--- config.mk ---
export PLATFORM = sky130hd
export DESIGN_NAME = dma_chan_regfile
export DESIGN_NICKNAME = d
export VERILOG_FILES = /design/src/rtl/dma_rf_pkg.sv /design/src/rtl/dma_rf_chan.sv /design/src/rtl/dma_rf_ctrl.sv /design/src/rtl/dma_chan_regfile.sv
export SDC_FILE = /design/constraint.sdc
export NUM_CORES = 1
export LEC_CHECK = 0
export BUFFER_PORTS_ARGS = -buffer_cell sky130_fd_sc_hd__buf_2
export CAP_MARGIN = 25
export CORE_AREA = 10 10 206 208
export CTS_BUF_LIST = sky130_fd_sc_hd__clkbuf_4
export DETAILED_ROUTE_END_ITERATION = 6
export DIE_AREA = 0 0 216 218
export PLACE_DENSITY_LB_ADDON = 0.2
export SKIP_CTS_REPAIR_TIMING = 1
export SLEW_MARGIN = 20
export SYNTH_ARGS = -nofsm -noshare
export SYNTH_HDL_FRONTEND = slang
export SYNTH_SLANG_ARGS = --single-unit
--- constraint.sdc ---
create_clock -name clk -period 11.4 [get_ports clk]
set_input_delay 1.14 -clock clk [delete_from_list [all_inputs] [get_ports clk]]
set_output_delay 1.14 -clock clk [all_outputs]
set_load 0.005 [all_outputs]
--- src/rtl/dma_rf_pkg.sv ---
package dma_rf_pkg;
  localparam int NCH      = 4;
  localparam int CH_W     = 2;
  localparam int BASE_W   = 16;
  localparam int CUR_W    = BASE_W + 1;
  localparam int MODE_DEC = 5;

  localparam logic [3:0] IDX_CMD    = 4'h8;
  localparam logic [3:0] IDX_REQ    = 4'h9;
  localparam logic [3:0] IDX_SMASK  = 4'hA;
  localparam logic [3:0] IDX_MODE   = 4'hB;
  localparam logic [3:0] IDX_FFCLR  = 4'hC;
  localparam logic [3:0] IDX_MCLR   = 4'hD;
  localparam logic [3:0] IDX_MZERO  = 4'hE;
  localparam logic [3:0] IDX_MLOAD  = 4'hF;

  localparam logic [7:0] CMD_REJECT = 8'hFB;
endpackage

--- src/rtl/dma_rf_chan.sv ---
module dma_rf_chan
  import dma_rf_pkg::*;
#(
  parameter int SHIFT = 0
) (
  input  logic       clk,
  input  logic       rst_n,
  input  logic       wr_en,
  input  logic       sel_cnt,
  input  logic       hi_byte,
  input  logic [7:0] wdata,
  input  logic       step,
  input  logic       dec_mode,
  output logic [7:0] rd_byte
);
  logic [BASE_W-1:0] base_a_q, base_a_d, base_c_q, base_c_d;
  logic [CUR_W-1:0]  cur_a_q, cur_a_d, cur_c_q, cur_c_d;
  logic              base_en, cur_en;
  logic [CUR_W-1:0]  cnt_val, addr_val, pick, shifted;

  always_comb begin
    base_a_d = base_a_q;
    base_c_d = base_c_q;
    cur_a_d  = cur_a_q;
    cur_c_d  = cur_c_q;
    base_en  = wr_en;
    cur_en   = 1'b0;
    if (wr_en) begin
      if (!hi_byte) begin
        if (sel_cnt) base_c_d[7:0] = wdata;
        else         base_a_d[7:0] = wdata;
      end else begin
        if (sel_cnt) base_c_d[15:8] = wdata;
        else         base_a_d[15:8] = wdata;
        cur_a_d = CUR_W'({1'b0, base_a_d}) << SHIFT;
        cur_c_d = '0;
        cur_en  = 1'b1;
      end
    end
    if (step && !(wr_en && hi_byte)) begin
      cur_c_d = cur_c_q + CUR_W'(1);
      cur_en  = 1'b1;
    end
  end

  always_ff @(posedge clk or negedge rst_n) begin
    if (!rst_n) begin
      base_a_q <= '0;
      base_c_q <= '0;
    end else if (base_en) begin
      base_a_q <= base_a_d;
      base_c_q <= base_c_d;
    end
  end

  always_ff @(posedge clk or negedge rst_n) begin
    if (!rst_n) begin
      cur_a_q <= '0;
      cur_c_q <= '0;
    end else if (cur_en) begin
      cur_a_q <= cur_a_d;
      cur_c_q <= cur_c_d;
    end
  end

  always_comb begin
    cnt_val  = (CUR_W'({1'b0, base_c_q}) << SHIFT) - cur_c_q;
    addr_val = dec_mode ? (cur_a_q - cur_c_q) : (cur_a_q + cur_c_q);
    pick     = sel_cnt ? cnt_val : addr_val;
    shifted  = hi_byte ? (pick >> (SHIFT + 8)) : (pick >> SHIFT);
    rd_byte  = shifted[7:0];
  end
endmodule

--- src/rtl/dma_rf_ctrl.sv ---
module dma_rf_ctrl
  import dma_rf_pkg::*;
(
  input  logic             clk,
  input  logic             rst_n,
  input  logic             chan_acc,
  input  logic             ctl_wr,
  input  logic             stat_rd,
  input  logic [3:0]       idx,
  input  logic [7:0]       wdata,
  input  logic [NCH-1:0]   tc_in,
  output logic             ff_q,
  output logic [7:0]       cmd_q,
  output logic [NCH-1:0]   mask_q,
  output logic [NCH-1:0]   req_q,
  output logic [NCH-1:0]   tcf_q,
  output logic [NCH*8-1:0] mode_flat
);
  logic             ff_d;
  logic [7:0]       cmd_d;
  logic [NCH-1:0]   mask_d, req_d, tcf_d;
  logic [7:0]       mode_q [NCH];
  logic [7:0]       mode_d [NCH];
  logic [CH_W-1:0]  sel_ch;

  always_comb begin
    ff_d   = ff_q;
    cmd_d  = cmd_q;
    mask_d = mask_q;
    req_d  = req_q;
    tcf_d  = tcf_q;
    for (int c = 0; c < NCH; c++) mode_d[c] = mode_q[c];
    sel_ch = wdata[CH_W-1:0];
    if (chan_acc) ff_d = ~ff_q;
    if (stat_rd) tcf_d = '0;
    if (ctl_wr) begin
      case (idx)
        IDX_CMD:   if ((wdata & CMD_REJECT) == 8'h00) cmd_d = wdata;
        IDX_REQ: begin
          req_d[sel_ch] = wdata[2];
          tcf_d[sel_ch] = 1'b0;
        end
        IDX_SMASK: mask_d[sel_ch] = wdata[2];
        IDX_MODE:  mode_d[sel_ch] = wdata;
        IDX_FFCLR: ff_d = 1'b0;
        IDX_MCLR: begin
          ff_d   = 1'b0;
          mask_d = '1;
          req_d  = '0;
          tcf_d  = '0;
          cmd_d  = '0;
        end
        IDX_MZERO: mask_d = '0;
        IDX_MLOAD: mask_d = wdata[NCH-1:0];
        default: ;
      endcase
    end
    tcf_d = tcf_d | tc_in;
  end

  always_ff @(posedge clk or negedge rst_n) begin
    if (!rst_n) begin
      ff_q   <= 1'b0;
      cmd_q  <= '0;
      mask_q <= '1;
      req_q  <= '0;
      tcf_q  <= '0;
      for (int c = 0; c < NCH; c++) mode_q[c] <= '0;
    end else begin
      ff_q   <= ff_d;
      cmd_q  <= cmd_d;
      mask_q <= mask_d;
      req_q  <= req_d;
      tcf_q  <= tcf_d;
      for (int c = 0; c < NCH; c++) mode_q[c] <= mode_d[c];
    end
  end

  for (genvar g = 0; g < NCH; g++) begin : g_mode
    assign mode_flat[g*8 +: 8] = mode_q[g];
  end
endmodule

--- src/rtl/dma_chan_regfile.sv ---
module dma_chan_regfile
  import dma_rf_pkg::*;
#(
  parameter int SHIFT  = 0,
  parameter int ADDR_W = 8
) (
  input  logic              clk,
  input  logic              rst_n,
  input  logic              acc_en,
  input  logic              acc_wr,
  input  logic [ADDR_W-1:0] acc_addr,
  input  logic [7:0]        acc_wdata,
  input  logic [NCH-1:0]    tc_in,
  input  logic [NCH-1:0]    step_in,
  output logic [7:0]        rd_data,
  output logic [7:0]        cmd_o,
  output logic [NCH-1:0]    mask_o,
  output logic [NCH-1:0]    req_o,
  output logic [NCH*8-1:0]  mode_o
);
  logic [3:0]     idx;
  logic           chan_acc, ctl_wr, stat_rd, ff;
  logic [NCH-1:0] tcf;
  logic [7:0]     chan_byte [NCH];

  assign idx      = 4'(acc_addr >> SHIFT);
  assign chan_acc = acc_en & ~idx[3];
  assign ctl_wr   = acc_en & acc_wr & idx[3];
  assign stat_rd  = acc_en & ~acc_wr & (idx == IDX_CMD);

  dma_rf_ctrl u_ctrl (
    .clk       (clk),
    .rst_n     (rst_n),
    .chan_acc  (chan_acc),
    .ctl_wr    (ctl_wr),
    .stat_rd   (stat_rd),
    .idx       (idx),
    .wdata     (acc_wdata),
    .tc_in     (tc_in),
    .ff_q      (ff),
    .cmd_q     (cmd_o),
    .mask_q    (mask_o),
    .req_q     (req_o),
    .tcf_q     (tcf),
    .mode_flat (mode_o)
  );

  for (genvar g = 0; g < NCH; g++) begin : g_chan
    dma_rf_chan #(.SHIFT(SHIFT)) u_chan (
      .clk      (clk),
      .rst_n    (rst_n),
      .wr_en    (chan_acc & acc_wr & (idx[2:1] == CH_W'(g))),
      .sel_cnt  (idx[0]),
      .hi_byte  (ff),
      .wdata    (acc_wdata),
      .step     (step_in[g]),
      .dec_mode (mode_o[g*8 + MODE_DEC]),
      .rd_byte  (chan_byte[g])
    );
  end

  always_comb begin
    rd_data = 8'h00;
    if (acc_en && !acc_wr) begin
      if (!idx[3])               rd_data = chan_byte[idx[2:1]];
      else if (idx == IDX_CMD)   rd_data = {req_o, tcf};
      else if (idx == IDX_MLOAD) rd_data = {4'b0000, mask_o};
    end
  end
endmodule

==> After elaboration in Yosys (flattened, before gate mapping) <==
Index checks and enable logic that the tools add are counted.
{ "totals": {"ff_bits": 313, "latchBits": 0, "ram_bits": 0, "rom_bits": 0, "output_inout_bits": 56, "memories": 0} }
{ "op_classes": {"add_sub_neg": 16, "mul": 0, "n_div": 0, "n_lt_le_gt_ge": 5, "n_eq_ne": 12, "n_shift": 0, "muxes": 58, "n_bitwise": 19, "n_reduce_logical": 58} }
{ "ops": {"columns": ["operator", "n"], "rows": [
  ["17-bit 2-to-1 mux", 9],
  ["16-bit 2-to-1 mux", 8],
  ["16-bit subtractor", 8],
  ["8-bit 2-to-1 mux", 15],
  ["17-bit by 1-bit adder with 17-bit output, second input constant", 4],
  ["16-bit adder", 4],
  ["3-bit AND reduction", 21],
  ["32-bit bitwise mux", 1],
  ["4-bit equality test, second input constant", 8],
  ["2-bit nonzero test", 10],
  ["8-bit binary-select mux with 2-bit select", 1],
  ["8-bit demux with 2-bit select", 1],
  ["4-bit case mux with 2 select lines", 2],
  ["4-bit case mux with 4 select lines", 1],
  ["8-bit case mux with 2 select lines", 1],
  ["2-bit AND reduction", 7],
  ["1-bit 2-to-1 mux", 13],
  ["4-bit 2-to-1 mux", 3],
  ["1-bit logical AND", 11],
  ["1-bit bitwise AND", 10],
  ["4-bit bitwise mux", 2],
  ["8-bit logical NOT", 1],
  ["3-bit >= comparator, second input constant", 2],
  ["2-bit NOT with 3-bit output", 2],
  ["15 further kinds", 23]
]} }

==> Logic depth before layout (Yosys ltp) <==
Gate-level depths: netlist of the first run.
{ "depth": {"depth_word": 9, "ltp_mapped": 17, "depth_no_buf": 17} }

==> By module <==
A second synthesis of the first run with hierarchy kept.
{ "hier_totals": {"hier_cells": 1983, "area_unflattened_um2": 19474.9} }
{ "by_module_without_submodules": {"columns": ["module", "instances", "cells_each", "area_per_inst_um2", "seq_area_each_um2"], "rows": [
  ["dma_rf_chan (g_chan[1].u_chan ...)", 2, 444, 4252.8, 1401.3],
  ["dma_rf_chan (g_chan[3].u_chan)", 1, 454, 4275.4, 1401.3],
  ["dma_rf_chan (g_chan[0].u_chan)", 1, 425, 4106.4, 1401.3],
  ["dma_rf_ctrl", 1, 159, 2119.5, 1331.3],
  ["dma_chan_regfile", 1, 57, 467.9, 0.0]
]} }

==> Least setup slack after synthesis of the first run <==
No wires, ideal clock.
{ "synth_path": {"path_kind": "flip-flop to output port", "from": "register g_chan[2].u_chan.cur_c_q[0]", "to": "output port rd_data[2]", "arrival_ps": 3562, "setup_slack_ps": 6698, "stages_incl_launch_ff": 15, "n_path_buf": 0, "cell_sequence": "dfrtp_1 > inv_1 > ha_1 > mux2_2 > fa_1 > nor2b_1 > o31a_1 > nor4_1 > or4_1 > nand2_1 > nor2_1 > xnor2_1 > mux4_2 > nor2b_1 > o41a_1"} }
{ "synth_between": {"elab_chain_cells": 9} }
{ "synth_rtl": {"columns": ["item", "line", "text"], "rows": [
  ["start, declared", "dma_rf_chan.sv:17", "logic [CUR_W-1:0] cur_a_q, cur_a_d, cur_c_q, cur_c_d;"],
  ["start signal, assigned", "dma_rf_chan.sv:62", "cur_c_q <= cur_c_d;"],
  ["16-bit adder / 16-bit subtractor (equally long branches)", "dma_rf_chan.sv:68", "addr_val = dec_mode ? (cur_a_q - cur_c_q) : (cur_a_q + cur_c_q);"],
  ["16-bit 2-to-1 mux", "dma_rf_chan.sv:68", null],
  ["16-bit 2-to-1 mux *", "dma_rf_chan.sv:69", "pick = sel_cnt ? cnt_val : addr_val;"],
  ["8-bit 2-to-1 mux *", "dma_rf_chan.sv:70", "shifted = hi_byte ? (pick >> (SHIFT + 8)) : (pick >> SHIFT);"],
  ["8-bit binary-select mux with 2-bit select *", "dma_chan_regfile.sv:65", "if (!idx[3]) rd_data = chan_byte[idx[2:1]];"],
  ["8-bit 2-to-1 mux (not written as such) * (2 in a row)", "dma_chan_regfile.sv:65", null],
  ["8-bit 2-to-1 mux *", "dma_chan_regfile.sv:65", null],
  ["8-bit 2-to-1 mux *", "dma_chan_regfile.sv:64", "if (acc_en && !acc_wr) begin"],
  ["end, declared", "dma_chan_regfile.sv:15", "output logic [7:0] rd_data,"]
]} }
Mark *: on every way between the ends. The rest lies on a longest branch, timed or not. The select of a mux whose other input is x is not followed.

==> Worst setup path in the final report of the first run <==
{ "layout_path": {"from": "register g_chan[0].u_chan.cur_c_q[1]", "to": "output port rd_data[4]"} }
{ "layout_between": {"elab_chain_cells": 9} }
{ "layout_rtl": {"columns": ["item", "line"], "rows": [
  ["start, declared", "dma_rf_chan.sv:17"],
  ["start signal, assigned", "dma_rf_chan.sv:62"],
  ["16-bit adder / 16-bit subtractor (equally long branches)", "dma_rf_chan.sv:68"],
  ["16-bit 2-to-1 mux", "dma_rf_chan.sv:68"],
  ["16-bit 2-to-1 mux *", "dma_rf_chan.sv:69"],
  ["8-bit 2-to-1 mux *", "dma_rf_chan.sv:70"],
  ["8-bit binary-select mux with 2-bit select *", "dma_chan_regfile.sv:65"],
  ["8-bit 2-to-1 mux (not written as such) * (2 in a row)", "dma_chan_regfile.sv:65"],
  ["8-bit 2-to-1 mux *", "dma_chan_regfile.sv:65"],
  ["8-bit 2-to-1 mux *", "dma_chan_regfile.sv:64"]
]} }
Marked as above.

==> flow_summary.ini, run 1 <==
[worst_setup_path]
critPathMaxStageDelay_ns = 0.59
setup.worst_path.start_class = flop
cp_slowest_cell = a311oi_1
cp_data_required_time_ns = 10.26
crit_arrival_ns = 5.31
crit_fanout = 8
worstPathCellList = inv_1, ha_1, nor2b_1, and3_1, a21oi_1, xnor2_1, ha_1, a21o_1, a21oi_1, o21ai_2, a2111oi_2, a41o_1, o21ai_1, a2111oi_2, a22oi_1, a311oi_1, buf_2
critPathKind = reg -> out
endpoint_kind = output pin

[timing]
max_freq_mhz = 155
final_max_slew_viol_count = 0
finClkSkew_ns = 0.0355
period_share_pct = 56.6
setup_tns_ns = 0
worst_pin_slew_ns = 1.03
setup_viol = 0
layout_setup_ws_ns = 4.95
min_period_ns = 6.45
rsz0062_at_grt = false
hold_viol = 0
slew_headroom_pct = 30.4

[global_routing]
gr-usage-met3_pct = 5.10
antenna_found_initial = 4
grt_pass1_wl_um = 85900
gr-usage-met2_pct = 35.5
grt_max_degree = 157
top_usage_layer = met2
grt_usage_pct = 23.1
grt_pass1_vias = 15500
grt-ovfl-total = 0
use_met1_pct = 31.0

[logic_synthesis]
yosysUniqueCellTypes = 82
syn_inst = 1978
ys_ff_latch = 277
synth_top_cell_by_area = dfrtp_1
ys_warn_count = 0
ys_async_sr_fraction_pct = 100
synthesis.nets = 2142
avgSynthCellArea_sq_um = 9.60
synth_common_cells = 273 x dfrtp_1, 181 x mux2_2, 181 x nor2_1
synth.most_common_cell = dfrtp_1
synth_edf_count = 0
synth_area_sq_um = 19000
seq_area_frac_synth_pct = 36.5
netlist.area_leader.share_pct = 36.0
synthFlopType = dfrtp_1
synth.area.top_cells = dfrtp_1 36%, mux2_2 11%, ha_1 8.4%, xnor2_1 7.4%, nor2_1 3.6%

[detailed_routing]
drt-vias-per-instance = 5.80
via_count = 15500
drt_wl_total_um = 54900
drt_iter0_markers = 1094
wl_per_cell_um = 20.6
drc = 0
ant_nets = 0
first_pass_iters = 5

[clock_tree]
cts_made_buffers = 79
cts_sinks = 277
path_clk_slew_ns = 0.06
insertion_delay_ns = 0.79
htreeDepth = 3
root_buffer = clkbuf_4
ctsLongestPathBuffers = 3
cts_tree = built

[power]
seq_power_share_pct = 28.6
peakVddDrop_v = 0.000125
powerDensity_nw_per_um2 = 235
leakage_uw = 0.00970
p_clk_share_pct = 19.2
pwr-share-comb_pct = 52.2
p_int_uw = 2770
switching_share_pct = 43.6
p_switching_uw = 2140

[floorplan]
core_area_sq_um = 38300
fp-row-count = 72
initial_core_util_pct = 49.6
dieHeight_um = 218
die-area_sq_um = 47100
fp.dieW_um = 216
io_pins = 84

[finish]
drive_gt1_share_pct = 20.6
syn_to_final_growth_pct = 10.3
layout.nets = 2251

[run_status]
status = complete, no violations

[run]
maxCapViolations = 0

[placed_design]
dpl_worst_slack_ns = 5.87
gp_congestion = 0.954
portBuffers = 79
dp_hpwl_um = 38800

[worst_hold_path]
hold_class = in -> async
==> cells in the final DEF (no fill, tap or decap), types with 32 or more instances in the layout <==
cell	n
dfrtp_1	273
mux2_2	181
nor2_1	178
xnor2_1	160
ha_1	128
a21oi_1	112
nand2_1	111
clkbuf_4	109
inv_1	98
o21ai_0	79
buf_2	79
nor3_1	57
nand3_1	42
xor2_1	39
nand2b_1	35
a31oi_1	35
nor2b_1	32
==> power by group through the flow <==
| stage | sequential (uW) | clock (uW) | combinational [uW] |
|---|---|---|---|
| global placement | 1410 | 0 | 2470 |
| CTS | 1400 | 978 | 2540 |
| floorplan | 1350 | 0 | 1920 |
| finish | 1410 | 945 | 2560 |
| global route | 1430 | 1020 | 2850 |
| detailed placement | 1420 | 0 | 2530 |
==> layer usage <==
metal | routed length (um) | vias to the layer above
li1 | - | 7376
met1 | 25000 | 7496
met2 | 24500 | 473
met3 | 3560 | 120
met4 | 1880 | 0
met5 | 0 | -
==> cell families (layout without fill, tap and decap cells) <==
group	count (synthesis)	count (layout)	synth area share (%)
and+or+nand+nor	562	562	14.3
buffers and inverters	171	339	3.48
DFF	277	277	36.5
adders and majority gates	136	136	9.28
AOI/OAI and AO/OA	433	433	15.0
other	0	3	0
xor gates and xnor gates	201	201	9.41
muxes	198	198	12.0
==> area by class of cell <==
cell class / count / area [sq um]
diodes: 3 / 7.51
clock buffers: 109 / 818
clock inverters: 31 / 191
fillers: 3509 / 17400
inverters: 103 / 387
multi-input cells: 1530 / 11400
flip-flops and latches: 277 / 6940
well taps: 518 / 648
repair buffers: 96 / 539
==> worst max-delay path: cells and delay by family, from the launching register on <==
kind | cells | cell delay, ns
buffers and inverters | 2 | 0.42
adder cells (fa/ha/maj) | 2 | 0.57
AO/OA/AOI/OAI | 10 | 2.41
AND/OR/NAND/NOR | 2 | 0.51
XOR/XNOR | 1 | 0.16
flip-flops | 1 | 0.46
==> per-stage QoR <==
stage	area, sq um	hold WS (ns)	instances	util, %	total power [uW]
2_1_floorplan	19000	0.444	1978	-	3270
3_3_place_gp	19900	0.448	2521	52.0	3880
3_5_place_dp	19900	0.451	2524	52.0	3940
4_1_cts	20900	0.444	2664	54.7	4920
5_1_grt	20900	0.468	2667	54.7	5300
6_report	20900	0.432	2667	54.7	4910
==> final timing paths <==
| check | from | to | slack, ns | cells past startpoint |
|---|---|---|---|---|
| setup reg to reg | u_ctrl.ff_q$_DFF_PN0_ | flop | 8.40 | 5 |
| hold reg to reg | u_ctrl.mode_flat[25]$_DFFE_PN0P_ | u_ctrl.mode_flat[25]$_DFFE_PN0P_ | 0.46 | 1 |
| hold / removal | rst_n | g_chan[0].u_chan.cur_a_q[6]$_DFFE_PN0P_ | 0.43 | 1 |
| max in group asynchronous | rst_n | async pin | 9.58 | 2 |
| min in group clk | u_ctrl.mode_flat[25]$_DFFE_PN0P_ | u_ctrl.mode_flat[25]$_DFFE_PN0P_ | 0.46 | 1 |
| setup / recovery | g_chan[0].u_chan.cur_c_q[1]$_DFFE_PN0P_ | rd_data[4] | 4.95 | 17 |
(Power assumes the default switching activity.)
==> run 2, diff against run 1 <==
--- a/config.mk
+++ b/config.mk
@@ -5,12 +5,13 @@
 export SDC_FILE = /design/constraint.sdc
 export NUM_CORES = 1
 export LEC_CHECK = 0
+export ABC_AREA = 1
 export BUFFER_PORTS_ARGS = -buffer_cell sky130_fd_sc_hd__buf_2
 export CAP_MARGIN = 25
-export CORE_AREA = 10 10 206 208
+export CORE_AREA = 10 10 214 216
 export CTS_BUF_LIST = sky130_fd_sc_hd__clkbuf_4
 export DETAILED_ROUTE_END_ITERATION = 6
-export DIE_AREA = 0 0 216 218
+export DIE_AREA = 0 0 224 226
 export PLACE_DENSITY_LB_ADDON = 0.2
 export SKIP_CTS_REPAIR_TIMING = 1
 export SLEW_MARGIN = 20
==> constraint.sdc (replaced) <==
create_clock -name clk -period 6 [get_ports clk]
set_input_delay 0.6 -clock clk [delete_from_list [all_inputs] [get_ports clk]]
set_output_delay 0.6 -clock clk [all_outputs]
set_load 0.005 [all_outputs]
==> flow_summary.ini, run 2 <==
[run_status]
status = finished, violations left
violations = DRC

[timing]
min_period_ns = 5.48
period_share_pct = 91.4
setup_tns_ns = 0
finClkSkew_ns = 0.0475
slew_headroom_pct = 38.3
final_max_slew_viol_count = 0
rsz0062_at_grt = false
setup_viol = 0
worst_pin_slew_ns = 0.924
hold_viol = 0
max_freq_mhz = 182

[logic_synthesis]
synth.most_common_cell = nand2_1
synth-compound-area-share_pct = 13.2
avgSynthCellArea_sq_um = 6.77
seq_area_frac_synth_pct = 33.7
synthFlopType = dfrtp_1
synth.area.mux_share_pct = 0
yosys.area_share.adder_pct = 8.55
ys_ff_latch = 277
synth_common_cells = 935 x nand2_1, 412 x inv_1, 275 x o21ai_0
synth_xor_area_share_pct = 3.66
ys_async_sr_fraction_pct = 100
syn_inst = 3041
synthesis.nets = 3205
yosysUniqueCellTypes = 55
netlist.area_leader.share_pct = 33.2
synth_edf_count = 0
ys_warn_count = 0
synthSimpleGateAreaFrac_pct = 31.3
synth.area.top_cells = dfrtp_1 33%, nand2_1 17%, ha_1 7.8%, inv_1 7.5%, o21ai_0 6.7%
synth_area_sq_um = 20600
synth_top_cell_by_area = dfrtp_1
synth_top_family_by_area = simple AND/OR/NAND/NOR gates

[detailed_routing]
drt_iter0_markers = 1842
drt_wl_total_um = 63900
drt-vias-per-instance = 5.37
highest_layer = met4
met3WireLength_um = 4840
ant_nets = 0
wl_met2_um = 28100
drc = 2
met1Wirelength_um = 28800
first_pass_iters = 7
wl_per_cell_um = 17.1
via_count = 20000

[worst_setup_path]
critPathMostFrequentCell = nand3_1
crit_family = simple AND/OR/NAND/NOR gates
worstPathCellList = inv_1, ha_1, inv_1, nor2_1, nand3_1, nor2_1, nand3_1, o31ai_1, xor2_1, inv_1, ha_1, nand2_1, nor3_1, nand2_1, nand2_1, nand3_1, nand3_1, nand3_1, nand2_1, nand3_1, nor2_1, nor2_1, nor2_1, buf_2
rr_startpoint = u_ctrl.ff_q$_DFF_PN0_
cp_data_required_time_ns = 5.40
cp_slowest_cell = dfrtp_1
cp.depth = 24
crit_arrival_ns = 4.88
critPathMaxStageDelay_ns = 0.40
cp_num_buf_inv = 4
crit_fanout = 6
cp-startpoint = g_chan[3].u_chan.cur_c_q[1]$_DFFE_PN0P_
endpoint_kind = output pin
critPathKind = reg -> out
reg2reg_depth = 6
setup.worst_path.start_class = flop

[placed_design]
dp_hpwl_um = 46700
portBuffers = 79
gp_congestion = 0.928
dp.cells = 3596

[power]
p_clk_share_pct = 16.5
switching_share_pct = 49.3
p_int_uw = 5170
leakage_uw = 0.0123
powerDensity_nw_per_um2 = 455
pwr-share-comb_pct = 56.4
seq_power_share_pct = 27.1
peakVddDrop_v = 0.000193
p_switching_uw = 5030

[clock_tree]
ctsLongestPathBuffers = 3
cts_sinks = 277
cts_made_buffers = 77
insertion_delay_ns = 0.83
htreeDepth = 3
cts_tree = built
root_buffer = clkbuf_4
path_clk_slew_ns = 0.06

[global_routing]
grt_usage_pct = 25.3
grt-ovfl-total = 0
antenna_found_initial = 5
grt_max_degree = 109
grt_pass1_wl_um = 101000
grt_pass1_vias = 19100

[run]
maxCapViolations = 0

[floorplan]
fp.dieW_um = 224
io_pins = 84
dieHeight_um = 226
core_area_sq_um = 41600
initial_core_util_pct = 49.6
die-area_sq_um = 50600
fp-row-count = 75

[worst_hold_path]
min_from = step_in[1]
hold_class = in -> reg
min_path_cells = 3

[finish]
layout.nets = 3305
layout_commonest_cell = nand2_1
drive_gt1_share_pct = 8.35
syn_to_final_growth_pct = 8.86
final_cells = 3731
fillers = 4159
final_cell_mix = 935 x nand2_1, 412 x inv_1, 275 x o21ai_0
## run 2: final cells by class
cell class | instances | area [sq um] | share of cell area [%]
Antenna cell | 6 | 15.0 | 0.0669
Timing Repair Buffer | 101 | 596 | 2.66
Inverter | 426 | 1600 | 7.14
Tap cell | 539 | 674 | 3.01
Multi-Input combinational cell | 2258 | 11700 | 52.2
Clock inverter | 21 | 131 | 0.586
Sequential cell | 277 | 6940 | 30.9
Clock buffer | 103 | 773 | 3.45
## run 2: kinds of logic after synthesis
| family | count (synthesis) |
|---|---|
| AND/OR/NAND/NOR | 1524 |
| buffers and inverters | 506 |
| XOR/XNOR | 86 |
| flip-flops | 277 |
| AO/OA/AOI/OAI | 512 |
| adder cells (fa/ha/maj) | 136 |
## run 2: stage by stage
| step | power (uW) | hold slack, ns | cell area (sq um) | setup WS, ns | utilization [%] |
|---|---|---|---|---|---|
| 6_report | 10200 | 0.0715 | 22400 | 0.517 | 54.0 |
| 5_1_grt | 11200 | 0.0401 | 22400 | 0.0384 | 53.9 |
| 4_1_cts | 10200 | -0.215 | 22400 | 0.420 | 53.8 |
| 3_5_place_dp | 8460 | 0.445 | 21500 | 1.34 | 51.6 |
| 3_3_place_gp | 8360 | 0.446 | 21500 | 1.35 | 51.6 |
| 2_1_floorplan | 6930 | 0.304 | 20600 | 2.42 | - |
## run 2: metal layers
metal / vias up / GRT usage, %
met5: - / 0
met1: 9213 / 33.1
met4: 0 / 9.98
met2: 625 / 39.8
li1: 10100 / -
met3: 138 / 5.56
## run 2: final timing paths
check	endpoint	slack [ns]
max reg2reg	g_chan[2].u_chan.cur_c_q[14]$_DFFE_PN0P_	2.61
max	rd_data[7]	0.52
min in group asynchronous	g_chan[2].u_chan.cur_c_q[7]$_DFFE_PN0P_	0.39
min	g_chan[1].u_chan.cur_c_q[1]$_DFFE_PN0P_	0.07
max in group asynchronous	async pin	4.22
min reg2reg	g_chan[3].u_chan.cur_a_q[2]$_DFFE_PN0P_	0.46
## run 2: worst register-to-register path: cells and delay by family, from the launching register on
family                 cells  cell delay, ns
AND/OR/NAND/NOR            1            0.75
flip-flops                 1            0.32
buffers and inverters      3            1.83
AO/OA/AOI/OAI              2            0.35
## run 2: power by group through the flow
stage	clock, uW	combinational, uW	sequential, uW
after global routing	1830	6550	2830
after global placement	0	5590	2770
after floorplan	0	4290	2640
after detailed placement	0	5680	2780
after CTS	1740	5710	2760
final	1680	5750	2760
